===== src/rtl/ubus_xcvr_pkg.sv =====
package ubus_xcvr_pkg;
    typedef enum logic [0:0] {
        ST_HOLD = 1'b0,
        ST_PASS = 1'b1
    } store_mode_t;
endpackage


===== src/rtl/ubus_store.sv =====
module ubus_store
    import ubus_xcvr_pkg::*;
#(
    parameter int WIDTH = 9
) (
    input  logic             clk,
    input  logic             rst_n,
    input  logic             le,
    input  logic             ck,
    input  logic [WIDTH-1:0] d,
    output logic [WIDTH-1:0] q
);
    store_mode_t     mode;
    logic            ck_prev;
    logic            load;
    logic [WIDTH-1:0] held;

    // mode decode and load decision (T_OPEN/T_CLOSE/T_CAPTURE/T_KEEP)
    always_comb begin
        mode = le ? ST_PASS : ST_HOLD;
        load = 1'b0;
        unique case (mode)
            ST_PASS: load = 1'b1;
            ST_HOLD: load = ck & ~ck_prev;
            default: load = 1'b0;
        endcase
    end

    // state register: stored word and last storage-clock sample
    always_ff @(posedge clk or negedge rst_n) begin
        if (!rst_n) begin
            held    <= '0;
            ck_prev <= 1'b1;
        end else begin
            ck_prev <= ck;
            if (load) held <= d;
        end
    end

    // output process
    always_comb begin
        unique case (mode)
            ST_PASS: q = d;
            ST_HOLD: q = held;
            default: q = held;
        endcase
    end
endmodule


===== src/rtl/ubus_drive.sv =====
module ubus_drive #(
    parameter int WIDTH = 9
) (
    input  logic             oe_n,
    input  logic [WIDTH-1:0] val,
    output logic [WIDTH-1:0] dout,
    output logic [WIDTH-1:0] doe
);
    always_comb begin
        dout = oe_n ? '0 : val;
        doe  = {WIDTH{~oe_n}};
    end
endmodule


===== src/rtl/ubus_xcvr.sv =====
module ubus_xcvr #(
    parameter int HALF_W = 9,
    parameter int HALVES = 2,
    localparam int W = HALF_W * HALVES
) (
    input  logic              clk,
    input  logic              rst_n,
    input  logic [W-1:0]      a_in,
    input  logic [W-1:0]      b_in,
    input  logic [HALVES-1:0] ab_le,
    input  logic [HALVES-1:0] ab_ck,
    input  logic [HALVES-1:0] ab_oe_n,
    input  logic [HALVES-1:0] ba_le,
    input  logic [HALVES-1:0] ba_ck,
    input  logic [HALVES-1:0] ba_oe_n,
    output logic [W-1:0]      b_out,
    output logic [W-1:0]      b_oe,
    output logic [W-1:0]      a_out,
    output logic [W-1:0]      a_oe
);
    for (genvar h = 0; h < HALVES; h++) begin : g_half
        logic [HALF_W-1:0] ab_val;
        logic [HALF_W-1:0] ba_val;

        ubus_store #(.WIDTH(HALF_W)) u_ab_store (
            .clk  (clk),
            .rst_n(rst_n),
            .le   (ab_le[h]),
            .ck   (ab_ck[h]),
            .d    (a_in[h*HALF_W +: HALF_W]),
            .q    (ab_val)
        );

        ubus_store #(.WIDTH(HALF_W)) u_ba_store (
            .clk  (clk),
            .rst_n(rst_n),
            .le   (ba_le[h]),
            .ck   (ba_ck[h]),
            .d    (b_in[h*HALF_W +: HALF_W]),
            .q    (ba_val)
        );

        ubus_drive #(.WIDTH(HALF_W)) u_ab_drive (
            .oe_n(ab_oe_n[h]),
            .val (ab_val),
            .dout(b_out[h*HALF_W +: HALF_W]),
            .doe (b_oe[h*HALF_W +: HALF_W])
        );

        ubus_drive #(.WIDTH(HALF_W)) u_ba_drive (
            .oe_n(ba_oe_n[h]),
            .val (ba_val),
            .dout(a_out[h*HALF_W +: HALF_W]),
            .doe (a_oe[h*HALF_W +: HALF_W])
        );
    end
endmodule


===== config.mk =====
export PLATFORM = sky130hd
export DESIGN_NAME = ubus_xcvr
export DESIGN_NICKNAME = d
export VERILOG_FILES = /design/src/rtl/ubus_xcvr_pkg.sv /design/src/rtl/ubus_store.sv /design/src/rtl/ubus_drive.sv /design/src/rtl/ubus_xcvr.sv
export SDC_FILE = /design/constraint.sdc
export NUM_CORES = 1
export LEC_CHECK = 0
export BUFFER_PORTS_ARGS = -buffer_cell sky130_fd_sc_hd__buf_2
export CORE_ASPECT_RATIO = 1.75
export CORE_MARGIN = 5
export CORE_UTILIZATION = 45
export CTS_CLUSTER_DIAMETER = 60
export DETAILED_ROUTE_END_ITERATION = 16
export PLACE_DENSITY = 0.8
export SYNTH_ARGS = -nofsm -noshare
export SYNTH_HDL_FRONTEND = slang
export SYNTH_SLANG_ARGS = --single-unit

===== constraint.sdc =====
create_clock -name clk -period 1.96 [get_ports clk]
set_clock_uncertainty 0.15 [all_clocks]
set_input_delay 0 -clock clk [delete_from_list [all_inputs] [get_ports clk]]
set_output_delay 0 -clock clk [all_outputs]
set_load 0.01 [all_outputs]

==> out/qor.csv, run 1 <==
metric,value,unit
status,completed,
postCtsSetupRepairBufs,0,
fillers,387,
period_share,77.73,%
grt_max_degree,41,
antenna_found_initial,0,
p_seq_share,46.8,%
setup_viol,0,
cap_violations,0,
yosysUniqueCellTypes,10,
fmax,656.4,MHz
antenna_cells,0,
grt_overflow,0,
crit_required,1.98,ns
numClockSinks,40,
ant_nets,0,
ios,122,
path_clk_slew,0.07,ns
dp.cells,335,
fin_cells,384,
wl_met2,2.885,mm
vdd_ir_drop_max,0.5058,mV
syn-num-nets,250,
final_max_slew_viol_count,0,
synth_seq_cells,40,
grt_pass1_wl,8.625,mm
cp-start-kind,register,
viasPerCell,4.911,
num-nets-final,379,
leakage,1.662,nW
combinationalPowerShare,25.9,%
critPathCaptureType,register,
slew_headroom,42.42,%
r2r_cells,3,
hold_depth,3,
drive_gt1_share,51.82,%
drt_iter0_markers,11,
critPathKind,reg2reg,
syn_avg_cell_area,11.51,µm²
crit_path_max_fanout,9,
cts_tree,yes,
place.gp.congestion,0.7631,
die_width,64.07,µm
dp_hpwl,3.806,mm
drc_errors,0,
h-tree-depth,2,
first_global_vias,1975,
synthTopCellsByArea,"dfrtp_1 (39%), mux2_2 (18%), mux2i_1 (16%)",
yosysTopAreaCellShare,39.13,%
hold_path.class,in2out,
areaGrowthSynthToFinish,37.93,%
dr.pass1.iters,3,
numCtsBuffers,5,
worst_pin_slew,0.8637,ns
num_rows,34,
grt.total_usage,15.51,%
hold_viol_final,0,
timing.critical_path.arrival,1.54,ns
clock_latency,0.28,ns
period_needed,1.523,ns
dr_total_vias,1886,
power_density,635.4,mW/mm²
route.met3.wl,386,µm
power_switching,0.0005467,W
top_layer,met4,
synth_area,0.002302,mm²
core_area,0.004977,mm²
worst_hold_slack,0.2226,ns
internal-power,0.001471,W
synth_top_area_cell,dfrtp_1,
swShare,27.10,%
cts_max_path_buffers,2,
root_buffer,clkbuf_8,
dieArea,0.006703,mm²
die_y,104.6,µm
met1_length,1.860,mm
tns,0,ns
drt-wirelength-per-cell,13.69,µm
initial_core_util,46.25,%
ys_seq_area_share,43.70,%
portBuffers,121,
rsz0062_at_grt,false,
fin_util,63.80,%
synth_warnings,0,
clkPwrFrac,27.3,%
wirelength,5.257,mm
synthCells,200,
-- area by class of cell --
type / count / area, µm² / area share (%)
Timing Repair Buffer: 162 / 1016 / 31.99
Sequential cell: 40 / 1006 / 31.68
Multi-Input combinational cell: 112 / 965.9 / 30.42
Clock buffer: 8 / 90.09 / 2.837
Tap cell: 54 / 67.56 / 2.128
Inverter: 8 / 30.03 / 0.9456
-- stage by stage --
step / instance area, µm² / setup WS (ns) / power (W)
2_1_floorplan: 2302 / 0.5320 / 0.001273
3_3_place_gp: 2675 / 0.4534 / 0.001407
3_5_place_dp: 2675 / 0.4384 / 0.001425
4_1_cts: 3176 / 0.4273 / 0.002043
5_1_grt: 3176 / 0.3723 / 0.002135
6_report: 3176 / 0.4366 / 0.002018
-- cell usage after synthesis, drive strengths merged --
library cell and instances:
inv 8, a21oi 4, mux2i 36, dfrtp 36, mux2 36, dfstp 4
nor2 36, buf 36, clkbuf 4
-- sequential cells by signal (all words and copies together) (netlist names) --
register and cells:
g_half.u_ab_store.ck_prev 2, g_half.u_ab_store.held 18, g_half.u_ba_store.ck_prev 2, g_half.u_ba_store.held 18
-- cell usage in the layout (no fill, tap or decap) --
master / instances
clkbuf_8: 6
nor2_1: 36
dlygate4sd3_1: 41
mux2i_1: 36
buf_2: 121
clkbuf_1: 2
dfstp_2: 4
mux2_2: 36
dfrtp_1: 36
inv_1: 8
a21oi_4: 4
-- kinds of logic (layout without fill, tap and decap cells) --
logic type	count (synthesis)	in the layout	share of synthesized area [%]
buffers and inverters	48	178	14.35
and+or+nand+nor	36	36	5.870
AOI/OAI and AO/OA	4	4	2.826
muxes	72	72	33.26
DFF	40	40	43.70
-- power by group through the flow --
stage / Combinational, W / Clock (W) / Sequential, W
floorplan: 0.000325 / 0 / 0.000948
global placement: 0.000453 / 0 / 0.000955
finish: 0.000522 / 0.000552 / 0.000944
global route: 0.000570 / 0.000610 / 0.000954
CTS: 0.000527 / 0.000571 / 0.000944
detailed placement: 0.000464 / 0 / 0.000961
-- worst max-delay path, stage by stage (launching register included) --
cell	delay (ns)
dfstp_2	0.51
inv_1	0.05
a21oi_4	0.30
mux2_2	0.39
-- layer usage --
layer / vias to the layer above / track usage [%]
met2: 80 / 29.50
met4: 0 / 6.538
li1: 890 / -
met1: 903 / 15.45
met5: - / 0
met3: 13 / 3.330
-- what timing repair did --
item | in CTS | in global routing
setup endpoints to repair | 0 | 0
hold buffers | 41 | 0
endpoints found under the hold margin | 76 | 0
resized for setup | 0 | 0
-- worst paths after layout --
path | from | end | slack, ns
min | ab_oe_n[0] | b_out[5] | 0.22
max in group asynchronous | rst_n | g_half[0].u_ab_store.held[8] | 0.89
max reg2reg | g_half[0].u_ba_store.ck_prev | g_half[0].u_ba_store.held[3] | 0.44
max | g_half[0].u_ba_store.ck_prev | g_half[0].u_ba_store.held[3] | 0.44
min in group asynchronous | rst_n | g_half[1].u_ab_store.held[1] | 0.23
min reg2reg | g_half[0].u_ab_store.held[3] | g_half[0].u_ab_store.held[3] | 0.36
Note: power is estimated with default switching activity, not from simulation.
==> run 2, diff against run 1 <==
--- a/config.mk
+++ b/config.mk
@@ -5,13 +5,14 @@
 export SDC_FILE = /design/constraint.sdc
 export NUM_CORES = 1
 export LEC_CHECK = 0
+export ABC_AREA = 1
 export BUFFER_PORTS_ARGS = -buffer_cell sky130_fd_sc_hd__buf_2
 export CORE_ASPECT_RATIO = 1.75
 export CORE_MARGIN = 5
-export CORE_UTILIZATION = 45
+export CORE_UTILIZATION = 42
 export CTS_CLUSTER_DIAMETER = 60
 export DETAILED_ROUTE_END_ITERATION = 16
-export PLACE_DENSITY = 0.8
+export PLACE_DENSITY = 0.77
 export SYNTH_ARGS = -nofsm -noshare
 export SYNTH_HDL_FRONTEND = slang
 export SYNTH_SLANG_ARGS = --single-unit
==> constraint.sdc (replaced) <==
create_clock -name clk -period 1.4 [get_ports clk]
set_clock_uncertainty 0.15 [all_clocks]
set_input_delay 0 -clock clk [delete_from_list [all_inputs] [get_ports clk]]
set_output_delay 0 -clock clk [all_outputs]
set_load 0.01 [all_outputs]
==> run 2 against run 1 <==
Net effect:
- synthesized cell count increased by 58%
- power is 39% higher
- clock-buffer cell count down 3
- via count grew 31%
- routed wire length grew 27%
- register-to-register slack got worse by 0.28 ns
- critical path type unchanged
- highest routed layer unchanged
==> out/qor.csv, run 2 <==
metric,value,unit,change
setup_viol,0,,unchanged
numCtsBuffers,5,,unchanged
antenna_found_initial,0,,unchanged
root_buffer,clkbuf_8,,unchanged
worst_pin_slew,0.4782,ns,was 0.8637 ns
num_rows,36,,was 34
period_share,88.88,%,was 77.73%
cts_max_path_buffers,2,,unchanged
ios,122,,unchanged
dp_hpwl,4.499,mm,was 3.806 mm
critPathCaptureType,register,,unchanged
netlist_top_cells_count,"nand2_1 (72), nor2_1 (68), dfrtp_1 (36), nand3_1 (36), o21ai_0 (36)",,"was dfrtp_1 (36), mux2_2 (36), mux2i_1 (36), nor2_1 (36), buf_4 (32)"
cp-start-kind,register,,unchanged
die_y,110.6,µm,was 104.6 µm
grt_overflow,0,,unchanged
dr_total_vias,2478,,was 1886
post_cts_resize_count,0,,unchanged
drt_iter0_markers,185,,was 11
syn_avg_cell_area,7.681,µm²,was 11.51 µm²
portBuffers,121,,unchanged
drive_gt1_share,33.78,%,was 51.82%
rsz0062_at_grt,false,,unchanged
grt_pass1_wl,11.19,mm,was 8.625 mm
crit_path_max_fanout,10,,was 9
timing.critical_path.arrival,1.27,ns,was 1.54 ns
final_max_slew_viol_count,0,,unchanged
slew_headroom,68.12,%,was 42.42%
status,completed,,unchanged
hold_path.class,in2async,,was in2out
grt_max_degree,23,,was 41
drt-wirelength-per-cell,12.73,µm,was 13.69 µm
synth_seq_cells,40,,unchanged
num-nets-final,496,,was 379
yosys.cell_count.top_type,nand2_1,,
hold_viol_final,0,,unchanged
grt.total_usage,18.75,%,was 15.51%
yosysTopAreaCellShare,37.11,%,was 39.13%
synth_area,0.002427,mm²,was 0.002302 mm²
dr.pass1.iters,6,,was 3
r2r_start,g_half[0].u_ab_store.ck_prev,,was g_half[0].u_ba_store.ck_prev
initial_core_util,43.46,%,was 46.25%
place.gp.congestion,0.8103,,was 0.7631
first_global_vias,2454,,was 1975
synthCells,316,,was 200
regToRegSetupSlack,0.16,ns,was 0.44 ns
syn-num-nets,366,,was 250
crit_required,1.42,ns,was 1.98 ns
core_area,0.005585,mm²,was 0.004977 mm²
postCtsSetupRepairBufs,0,,unchanged
cap_violations,0,,unchanged
clock_latency,0.28,ns,about the same
synth_top_area_cell,dfrtp_1,,unchanged
areaGrowthSynthToFinish,35.15,%,was 37.93%
tns,0,ns,unchanged
ant_nets,0,,unchanged
power,0.002813,W,was 0.002018 W
synth_warnings,0,,unchanged
fmax,803.6,MHz,was 656.4 MHz
r2r_cells,5,,was 3
power_density,857.4,mW/mm²,was 635.4 mW/mm²
dieArea,0.007459,mm²,was 0.006703 mm²
drc_errors,0,,unchanged
period_needed,1.244,ns,was 1.523 ns
async_reset_ff_share,100.0,%,unchanged
numClockSinks,40,,unchanged
vdd_ir_drop_max,0.8821,mV,was 0.5058 mV
ys_seq_area_share,41.44,%,was 43.70%
die_width,67.47,µm,was 64.07 µm
most-common-layout-cells,"buf_2 (121), nand2_1 (72), nor2_1 (68)",,"was buf_2 (121), dlygate4sd3_1 (41)"
viasPerCell,4.738,,was 4.911
h-tree-depth,2,,unchanged
cts_tree,yes,,unchanged
reg_top3,"g_half.u_ab_store.held (18), g_half.u_ba_store.held (18)",,unchanged
synthTopCellsByArea,"dfrtp_1 (37%), nand2_1 (11%), nor2_1 (11%)",,"was dfrtp_1 (39%), mux2_2 (18%), mux2i_1 (16%)"
leakage,1.811,nW,was 1.662 nW
antenna_cells,0,,unchanged
final_common_cell,buf_2,,unchanged
wirelength,6.660,mm,was 5.257 mm
yosysUniqueCellTypes,16,,was 10
synth_edf_count,0,,unchanged
r2r_end,g_half[0].u_ab_store.held[2],,was g_half[0].u_ba_store.held[3]
yosys_most_used_dff,dfrtp_1,,unchanged
critPathKind,reg2reg,,unchanged
path_clk_slew,0.08,ns,was 0.07 ns
run 2: cell families (layout without fill, tap and decap cells):
group                  Yosys count  count (layout)  share of synthesized area [%]
and+or+nand+nor                188             188                          32.99
DFF                             40              40                          41.44
AOI/OAI and AO/OA               36              36                          7.423
buffers and inverters           52             183                          18.14
run 2: metal layers:
metal	vias up	track usage, %	routed length [µm]
met5	-	0	0
met1	1143	19.60	2469
met4	0	7.588	124
met2	84	34.42	3715
li1	1239	-	-
met3	12	3.760	351
run 2: worst max-delay path by stage:
stage                                         endpoint  depth (start not counted)                          from
after floorplan           g_half[0].u_ab_store.held[0]                          5  g_half[0].u_ab_store.ck_prev
final                     g_half[0].u_ab_store.held[2]                          5  g_half[0].u_ab_store.ck_prev
after global placement    g_half[0].u_ab_store.held[4]                          5  g_half[0].u_ab_store.ck_prev
after CTS                 g_half[0].u_ab_store.held[2]                          5  g_half[0].u_ab_store.ck_prev
after detailed placement  g_half[0].u_ab_store.held[2]                          5  g_half[0].u_ab_store.ck_prev
after global routing                          a_out[1]                          3  g_half[0].u_ba_store.held[1]
run 2: worst max-delay path: stages, from the launching register on:
cell and delay [ns]:
dfstp_2 0.52, inv_1 0.05, nand2_4 0.12, nand2_2 0.15
nand2_1 0.10, nand2_1 0.05
run 2: stage by stage:
stage / worst slack, ns / std cells / hold WS [ns] / util (%) / area, µm²
5_1_grt: 0.07614 / 523 / 0.05918 / 58.74 / 3281
6_report: 0.1556 / 523 / 0.04279 / 58.74 / 3281
3_3_place_gp: 0.1783 / 474 / -0.1776 / 49.82 / 2783
2_1_floorplan: 0.2926 / 316 / -0.4456 / - / 2427
4_1_cts: 0.1450 / 523 / 0.03426 / 58.74 / 3281
3_5_place_dp: 0.1628 / 474 / -0.1721 / 49.82 / 2783
run 2: what timing repair did:
item,4_1_cts,5_1_grt
hold endpoints to repair,78,0
setup endpoints to repair,0,0
hold buffers,41,0
run 2: layout make-up:
type	instances	area (µm²)
Clock buffer	5	68.82
Clock inverter	3	18.77
Multi-Input combinational cell	224	980.9
Timing Repair Buffer	163	1036
Inverter	12	75.07
Fill cell	548	2305
Sequential cell	40	1006
Tap cell	76	95.09
run 2: power breakdown:
| part | leakage, nW | switching (W) | internal [W] | total, W |
|---|---|---|---|---|
| clock | 0.0479 | 0.000402 | 0.000347 | 0.000749 |
| combinational | 1.29 | 0.000421 | 0.000325 | 0.000746 |
| sequential | 0.476 | 0.0000524 | 0.00127 | 0.00132 |
| total | 1.81 | 0.000875 | 0.00194 | 0.00281 |
